## src/rtl/dma_grant_pkg.sv

```systemverilog
package dma_grant_pkg;

  typedef enum logic [1:0] {
    ST_IDLE    = 2'd0,
    ST_REQ     = 2'd1,
    ST_GRANT   = 2'd2,
    ST_RELEASE = 2'd3
  } arbState_t;

  // strobes from control to datapath
  typedef struct packed {
    logic busyOn;
    logic grantOn;
  } ctrlStb_t;

endpackage

```

## src/rtl/dma_grant_sync.sv

```systemverilog
module dma_grant_sync #(
  parameter int SYNC_STAGES = 1
) (
  input  logic clkPh2,
  input  logic rstN,
  input  logic asyncIn,
  output logic syncOut
);

  localparam int LAST = SYNC_STAGES - 1;

  logic [LAST:0] chain;

  generate
    if (SYNC_STAGES == 1) begin : g_single
      always_ff @(posedge clkPh2 or negedge rstN) begin
        if (!rstN) chain <= '0;
        else       chain <= asyncIn;
      end
    end else begin : g_multi
      always_ff @(posedge clkPh2 or negedge rstN) begin
        if (!rstN) chain <= '0;
        else       chain <= {chain[LAST-1:0], asyncIn};
      end
    end
  endgenerate

  assign syncOut = chain[LAST];

endmodule

```

## src/rtl/dma_grant_path.sv

```systemverilog
module dma_grant_path
  import dma_grant_pkg::*;
#(
  parameter int SYNC_STAGES = 1
) (
  input  logic     clkPh2,
  input  logic     rstN,
  input  logic     dmaReq,
  input  logic     cpuReadStb,
  input  logic     cpuWriteStb,
  input  ctrlStb_t ctrlStb,
  output logic     reqSync,
  output logic     accessActive,
  output logic     busReqOut,
  output logic     busGrantOut
);

  dma_grant_sync #(.SYNC_STAGES(SYNC_STAGES)) u_sync (
    .clkPh2  (clkPh2),
    .rstN    (rstN),
    .asyncIn (dmaReq),
    .syncOut (reqSync)
  );

  assign accessActive = cpuReadStb | cpuWriteStb;
  assign busReqOut    = ctrlStb.busyOn;
  // final gate: never present a grant while the processor drives a strobe
  assign busGrantOut  = ctrlStb.grantOn & ~accessActive;

  // a grant seen at the port is never concurrent with a strobe.
  a_r4_grant_gated: assert property (@(posedge clkPh2) disable iff (!rstN)
    busGrantOut |-> !(cpuReadStb || cpuWriteStb));

endmodule

```

## src/rtl/dma_grant_ctrl.sv

```systemverilog
module dma_grant_ctrl
  import dma_grant_pkg::*;
(
  input  logic     clkPh2,
  input  logic     rstN,
  input  logic     reqSync,
  input  logic     accessActive,
  output ctrlStb_t ctrlStb
);

  arbState_t state, stateNext;

  always_comb begin
    stateNext = state;
    unique case (state)
      ST_IDLE:    if (reqSync) stateNext = ST_REQ;
      ST_REQ: begin
        if (!reqSync)          stateNext = ST_RELEASE;
        else if (!accessActive) stateNext = ST_GRANT;
      end
      ST_GRANT:   if (!reqSync) stateNext = ST_RELEASE;
      ST_RELEASE: stateNext = ST_IDLE;
      default:    stateNext = ST_IDLE;
    endcase
  end

  always_ff @(posedge clkPh2 or negedge rstN) begin
    if (!rstN) state <= ST_IDLE;
    else       state <= stateNext;
  end

  assign ctrlStb.busyOn  = (state == ST_REQ) || (state == ST_GRANT);
  assign ctrlStb.grantOn = (state == ST_GRANT);

  // busy only rises after the synchronised request was high.
  a_r1_busy_needs_req: assert property (@(posedge clkPh2) disable iff (!rstN)
    $rose(ctrlStb.busyOn) |-> $past(reqSync));

  // grant state is entered only when no access was in progress.
  a_r3_grant_bus_free: assert property (@(posedge clkPh2) disable iff (!rstN)
    $rose(ctrlStb.grantOn) |-> ($past(!accessActive) && $past(ctrlStb.busyOn)));

  // grant and busy fall on the same edge.
  a_r6_drop_together: assert property (@(posedge clkPh2) disable iff (!rstN)
    $fell(ctrlStb.grantOn) |-> !ctrlStb.busyOn);

  // release is always followed by idle, whatever the request does.
  a_r7_idle_gap: assert property (@(posedge clkPh2) disable iff (!rstN)
    (state == ST_RELEASE) |=> (state == ST_IDLE));

  // grant holds while the synchronised request holds.
  a_r5_hold_grant: assert property (@(posedge clkPh2) disable iff (!rstN)
    (ctrlStb.grantOn && reqSync) |=> ctrlStb.grantOn);

endmodule

```

## src/rtl/dma_grant_arbiter.sv

```systemverilog
module dma_grant_arbiter
  import dma_grant_pkg::*;
#(
  parameter int SYNC_STAGES = 1
) (
  input  logic clkPh2,
  input  logic rstN,
  input  logic dmaReq,
  input  logic cpuReadStb,
  input  logic cpuWriteStb,
  output logic busReqOut,
  output logic busGrantOut
);

  ctrlStb_t ctrlStb;
  logic     reqSync;
  logic     accessActive;

  dma_grant_path #(.SYNC_STAGES(SYNC_STAGES)) u_path (
    .clkPh2       (clkPh2),
    .rstN         (rstN),
    .dmaReq       (dmaReq),
    .cpuReadStb   (cpuReadStb),
    .cpuWriteStb  (cpuWriteStb),
    .ctrlStb      (ctrlStb),
    .reqSync      (reqSync),
    .accessActive (accessActive),
    .busReqOut    (busReqOut),
    .busGrantOut  (busGrantOut)
  );

  dma_grant_ctrl u_ctrl (
    .clkPh2       (clkPh2),
    .rstN         (rstN),
    .reqSync      (reqSync),
    .accessActive (accessActive),
    .ctrlStb      (ctrlStb)
  );

endmodule

```

## config.mk

```make
export PLATFORM = sky130hd
export DESIGN_NAME = dma_grant_arbiter
export DESIGN_NICKNAME = d
export VERILOG_FILES = /design/src/rtl/dma_grant_pkg.sv /design/src/rtl/dma_grant_sync.sv /design/src/rtl/dma_grant_path.sv /design/src/rtl/dma_grant_ctrl.sv /design/src/rtl/dma_grant_arbiter.sv
export SDC_FILE = /design/constraint.sdc
export NUM_CORES = 1
export LEC_CHECK = 0
export BUFFER_PORTS_ARGS = -buffer_cell sky130_fd_sc_hd__buf_2
export CORE_AREA = 10 10 47 49
export CTS_CLUSTER_DIAMETER = 100
export DETAILED_ROUTE_END_ITERATION = 12
export DIE_AREA = 0 0 57 59
export GPL_TIMING_DRIVEN = 1
export MAX_ROUTING_LAYER = met4
export PLACE_DENSITY = 0.37
export SETUP_SLACK_MARGIN = 0.5
export SLEW_MARGIN = 0
export SYNTH_ARGS = -nofsm -noshare
export SYNTH_HDL_FRONTEND = slang
export SYNTH_SLANG_ARGS = --single-unit
```

## constraint.sdc

```tcl
create_clock -name clkPh2 -period 3.1 [get_ports clkPh2]
set_input_delay 0.465 -clock clkPh2 [delete_from_list [all_inputs] [get_ports clkPh2]]
set_output_delay 0.465 -clock clkPh2 [all_outputs]
set_load 0.005 [all_outputs]
```

==> results.json, run 1 <==
{
  "antenna_found_initial": 0,
  "synth_seq_cells": 3,
  "synth_area_per_cell_um2": 10.8,
  "synthXorXnorAreaFrac_pct": 0,
  "grtUsageTotal_pct": 3.02,
  "rows": 14,
  "p_sw_uw": 105,
  "setup_viol": 0,
  "power_density_nw_per_um2": 958,
  "core_um2": 1400,
  "yosysMostFrequentCell": "ha_1",
  "tritoncts": "built",
  "synth_cells": 21,
  "vdd_drop_max_v": 0.000355,
  "first_pass_iters": 3,
  "antenna_left": 0,
  "final_max_slew_viol_count": 0,
  "grt_max_degree": 5,
  "cts_root_buffer": "clkbuf_4",
  "ctsResizeCount": 0,
  "grt-ovfl-total": 0,
  "hold_violations": 0,
  "grt_pass1_vias": 194,
  "clk_latency_ns": 0.23,
  "ioPinCount": 7,
  "critPathMaxFanout": 4,
  "drt_iter0_drc": 5,
  "clk_path_buf_depth": 2,
  "synth_cell_types": 14,
  "port_buffers": 6,
  "dp_hpwl_um": 354,
  "required_ns": 2.63,
  "sequentialPowerShare_pct": 23.2,
  "place.gp.congestion": 0.635,
  "dp_slack_ns": 1.55,
  "drive_above_1_share_pct": 41.9,
  "area_growth_pct": 33.5,
  "synth_mux_area_share_pct": 6.59,
  "diodes": 0,
  "fmax_mhz": 560,
  "relSlewSlack_pct": 88.9,
  "clock_skew_ns": 0.000747,
  "crit_arrival_ns": 1.32,
  "power_leakage_uw": 0.000160,
  "yosys-top-cells-area": "dfrtp_1 33%, ha_1 22%, mux2_4 6.6%",
  "cp_top_family": "flip-flops",
  "vias_per_cell": 3.64,
  "postCtsSetupRepairBufs": 0,
  "wl_per_cell_um": 9.15,
  "hold_path_class": "in -> async",
  "setup_slack_ns": 1.32,
  "syn_nets": 30,
  "finalCritPeriodShare_pct": 57.6,
  "ctsHoldBuffers": 0,
  "die_area_um2": 3360,
  "cp_num_cells": 4,
  "swShare_pct": 36.0,
  "synth_compound_gate_area_share_pct": 17.6,
  "period_needed_ns": 1.78,
  "grt_pass1_wl_um": 759,
  "cp_slowest_cell": "dfrtp_1",
  "drc_errors": 0,
  "synth_top_family_by_area": "adder cells",
  "num_vias": 171,
  "comb_power_share_pct": 53.8,
  "die_w_um": 57,
  "grtUsageMet2_pct": 2.64,
  "pwr-share-clk_pct": 23.0,
  "fin_nets": 41,
  "yosys_warnings": 0,
  "clk_pin_slew_ns": 0.04,
  "cts_buffers": 3,
  "synthTopCellsByCount": "4 x ha_1, 3 x dfrtp_1, 3 x inv_1",
  "path_buf_inv": 2,
  "cts_sinks": 3,
  "grt.met3_usage_pct": 1.29,
  "final_util_pct": 21.7,
  "rsz0062_at_grt": "no",
  "cp_cell_sequence": "inv_1, ha_1, nor3b_1, buf_2",
  "drv_cap": 0,
  "start_util_pct": 16.2,
  "worst_pin_slew_ns": 0.166,
  "seq_area_frac_synth_pct": 33.0,
  "finalWirelength_um": 430,
  "synth_top_flop_cell": "dfrtp_1",
  "cp-end-kind": "output pin",
  "cp-start-kind": "flop",
  "yosysTopAreaCellShare_pct": 33.0,
  "reg2reg_depth": 5,
  "grt_use_met1_pct": 4.27,
  "synth_fa_ha_area_share_pct": 22.0,
  "syn-cell-area_um2": 228,
  "async_reset_ff_share_pct": 100,
  "finalSetupTns_ns": 0,
  "critPathKind": "reg -> out",
  "yosys.area_share.simple_pct": 15.9,
  "outcome": "complete, no violations",
  "internal_power_uw": 186,
  "cts_max_level": 1,
  "synth_edf_count": 0,
  "top_usage_layer": "met1",
  "synth_top_area_cell": "dfrtp_1",
  "slowest_delay_ns": 0.39,
  "holdWs_ns": 0.0225,
  "die_h_um": 59
}
==> layout by cell type, fill, tap and decap left out, drive strengths merged <==
master   count
buf          6
ha           4
clkbuf       4
inv          3
dfrtp        3
a21oi        2
nor3b        1
nor2b        1
o21ai        1
nor2         1
mux2         1
a211o        1
or2          1
nand3        1
a2bb2oi      1
==> sequential cells by signal, indices dropped and copies added, names as in the netlist <==
| register | flops |
|---|---|
| u_ctrl.state | 2 |
| u_path.u_sync.syncOut | 1 |
==> power groups by stage <==
stage               logic (uW)  registers (uW)  clock network [uW]
global route               182            69.1                72.7
floorplan                  125            64.6                   0
CTS                        160            67.7                71.8
finish                     157            67.5                67.0
detailed placement         159            67.9                   0
global placement           162            68.1                   0
==> routing by layer <==
layer | up-vias | routed length (um)
li1 | 90 | -
met1 | 74 | 256
met2 | 7 | 153
met3 | 0 | 20
met4 | 0 | 0
met5 | - | 0
==> logic make-up after synthesis <==
kind of cell               after synthesis
AOI/OAI and AO/OA                        5
and+or+nand+nor                          5
adders and majority gates                4
buffers and inverters                    3
DFF                                      3
muxes                                    1
==> stage by stage <==
| stage | std cells | power (uW) | instance area [um2] |
|---|---|---|---|
| 3_5_place_dp | 43 | 226 | 278 |
| 4_1_cts | 47 | 300 | 304 |
| 2_1_floorplan | 21 | 189 | 228 |
| 3_3_place_gp | 43 | 231 | 278 |
| 6_report | 47 | 291 | 304 |
| 5_1_grt | 47 | 324 | 304 |
==> final cells by class <==
| type | count | area [um2] |
|---|---|---|
| flip-flops and latches | 3 | 75.1 |
| inverters | 3 | 11.3 |
| multi-input cells | 15 | 141 |
| well taps | 16 | 20.0 |
| clock buffers | 4 | 26.3 |
| repair buffers | 6 | 30.0 |
| fillers | 164 | 1100 |
==> worst reg2reg max path, delay by kind of cell, from the launching register on <==
kind            cells  cell delay, ns
flops               1            0.39
buf+inv             1            0.13
simple gates        1            0.06
compound gates      1            0.16
fa+ha+maj           1            0.23
mux                 1            0.31
==> worst paths after layout <==
kind | slack [ns] | startpoint | to
setup / recovery | 1.32 | u_ctrl.state[0] | busGrantOut
hold / removal | 0.02 | rstN | u_ctrl.state[1]
setup reg to reg | 1.71 | u_ctrl.state[0] | u_ctrl.state[1]
hold reg to reg | 0.56 | u_ctrl.state[1] | u_ctrl.state[1]
max in group asynchronous | 2.97 | rstN | u_ctrl.state[0]
min in group clkPh2 | 0.34 | dmaReq | u_path.u_sync.syncOut
No activity file was read; power rests on OpenSTA's default activity.
==> inputs of run 2 (changes only) <==
--- a/config.mk
+++ b/config.mk
@@ -12,7 +12,7 @@
 export DIE_AREA = 0 0 57 59
 export GPL_TIMING_DRIVEN = 1
 export MAX_ROUTING_LAYER = met4
-export PLACE_DENSITY = 0.37
+export PLACE_DENSITY = 0.38
 export SETUP_SLACK_MARGIN = 0.5
 export SLEW_MARGIN = 0
 export SYNTH_ARGS = -nofsm -noshare
==> constraint.sdc (replaced) <==
create_clock -name clkPh2 -period 1.5 [get_ports clkPh2]
set_input_delay 0.225 -clock clkPh2 [delete_from_list [all_inputs] [get_ports clkPh2]]
set_output_delay 0.225 -clock clkPh2 [all_outputs]
set_load 0.005 [all_outputs]
==> run 2 against run 1 <==
Clock-buffer cell count unchanged. Design area up 30%. Die area unchanged. Critical path type unchanged. Largest cell class unchanged. Highest routed layer unchanged.
==> results.json, run 2 (same netlist as run 1, synthesis figures left out) <==
{
  "outcome": "complete, no violations",
  "antenna_left": 0,
  "drc_errors": 0,
  "area_growth_pct": 73.1,
  "place.gp.congestion": 0.606,
  "diodes": 0,
  "r2r-end": "u_ctrl.state[1]",
  "fmax_mhz": 732,
  "critPathKind": "reg -> out",
  "wl_per_cell_um": 10.5,
  "rsz0062_at_grt": "yes",
  "grt_max_degree": 4,
  "power_density_nw_per_um2": 2010,
  "finalCritPeriodShare_pct": 91.0,
  "grt_pass1_wl_um": 883,
  "clk_pin_slew_ns": 0.04,
  "hold_violations": 0,
  "antenna_found_initial": 0,
  "ioPinCount": 7,
  "cts_sinks": 3,
  "final_common_cell": "buf_2",
  "pwr-share-clk_pct": 17.5,
  "grt_pass1_vias": 205,
  "drive_above_1_share_pct": 69.4,
  "placed_area_um2": 310,
  "crit_arrival_ns": 1.14,
  "largest-register": "u_ctrl.state",
  "swShare_pct": 37.3,
  "rows": 14,
  "period_needed_ns": 1.37,
  "comb_power_share_pct": 63.5,
  "total_power_uw": 791,
  "critical_path.reg2reg.startpoint": "u_ctrl.state[1]",
  "vias_per_cell": 3.81,
  "first_pass_iters": 2,
  "met2_wirelength_um": 254,
  "finalWirelength_um": 548,
  "sequentialPowerShare_pct": 19.1,
  "port_buffers": 6,
  "cp-end-kind": "output pin",
  "critPathMaxFanout": 3,
  "die_h_um": 59,
  "final_max_slew_viol_count": 0,
  "hold_path_class": "in -> reg",
  "fill_cells": 157,
  "finalSetupTns_ns": 0,
  "highest_layer": "met3",
  "setup_viol": 0,
  "clock_skew_ns": 0.00157,
  "die_area_um2": 3360,
  "hold_depth": 1,
  "cts_root_buffer": "clkbuf_4",
  "internal_power_uw": 496,
  "route.met3.wl_um": 39,
  "drt_iter0_drc": 1,
  "dp_hpwl_um": 364,
  "num_vias": 198,
  "whs_endpoint": "u_path.u_sync.syncOut",
  "relSlewSlack_pct": 89.2,
  "reg2reg_depth": 5,
  "drt-met1-wl_um": 255,
  "cts_max_level": 1,
  "core_um2": 1400,
  "tritoncts": "built",
  "worst_pin_slew_ns": 0.162,
  "grtUsageTotal_pct": 3.55,
  "cp-start-kind": "flop",
  "min_from": "dmaReq",
  "fin_nets": 46,
  "largest_reg_flops": 2,
  "clk_latency_ns": 0.23,
  "cts_buffers": 3,
  "drv_cap": 0,
  "reg2reg_slack_ns": 0.15,
  "required_ns": 1.27,
  "stdcell_area_um2": 394,
  "grt-ovfl-total": 0,
  "start_util_pct": 16.2,
  "die_w_um": 57,
  "layout_common_cells": "6 x buf_2, 3 x ha_4, 3 x clkbuf_4, 3 x buf_4",
  "power_leakage_uw": 0.000183,
  "p_sw_uw": 295,
  "clk_path_buf_depth": 2,
  "vdd_drop_max_v": 0.000570
}
run 2: stage by stage:
stage / worst slack, ns / util [%] / std cells / hold slack [ns]
after global placement: 0.137 / 22.1 / 43 / 0.0198
after detailed placement: 0.163 / 22.1 / 43 / 0.0205
after global routing: 0.0715 / 28.1 / 52 / 0.100
final: 0.134 / 28.1 / 52 / 0.105
after CTS: 0.136 / 27.0 / 52 / 0.0952
after floorplan: 0.234 / - / 21 / -0.0706
run 2: final cells by class:
class | count | area (um2) | share of cell area (%)
clock buffer | 4 | 26.3 | 6.67
inverter | 3 | 11.3 | 2.86
multi-input combinational | 15 | 186 | 47.3
sequential | 3 | 76.3 | 19.4
tap | 16 | 20.0 | 5.08
timing repair buffer | 11 | 73.8 | 18.7
run 2: layer usage:
| layer | up-vias | track usage [%] |
|---|---|---|
| li1 | 101 | - |
| met1 | 92 | 3.20 |
| met2 | 5 | 4.96 |
| met3 | 0 | 2.58 |
| met4 | 0 | 3.02 |
| met5 | - | - |
run 2: how the worst max path moves through the flow:
stage | slack, ns | endpoint | startpoint
2_1_floorplan | 0.23 | u_ctrl.state[1] | u_ctrl.state[0]
3_5_place_dp | 0.16 | u_ctrl.state[1] | u_ctrl.state[0]
3_3_place_gp | 0.14 | u_ctrl.state[1] | u_ctrl.state[0]
5_1_grt | 0.07 | busGrantOut | u_ctrl.state[0]
4_1_cts | 0.14 | busReqOut | u_ctrl.state[1]
6_report | 0.13 | busReqOut | u_ctrl.state[1]
run 2: timing repair:
item / CTS / global route
cloned: 0 / 0
endpoints found under the hold margin: 3 / 0
setup buffers: 4 / 0
endpoints found under the setup margin: 4 / 4
hold buffers: 1 / 0
pin swaps: 0 / 3
gates resized for setup: 1 / 3
run 2: critical path: stages, from the launching register on:
cell and delay [ns]:
dfrtp_2 0.43, inv_2 0.11, ha_1 0.24, buf_2 0.13
run 2: power groups by stage:
stage / sequential (uW) / clock, uW / combinational, uW
detailed placement: 162 / 0 / 370
global placement: 164 / 0 / 377
CTS: 149 / 145 / 470
global route: 154 / 150 / 554
finish: 151 / 138 / 502
floorplan: 153 / 0 / 293
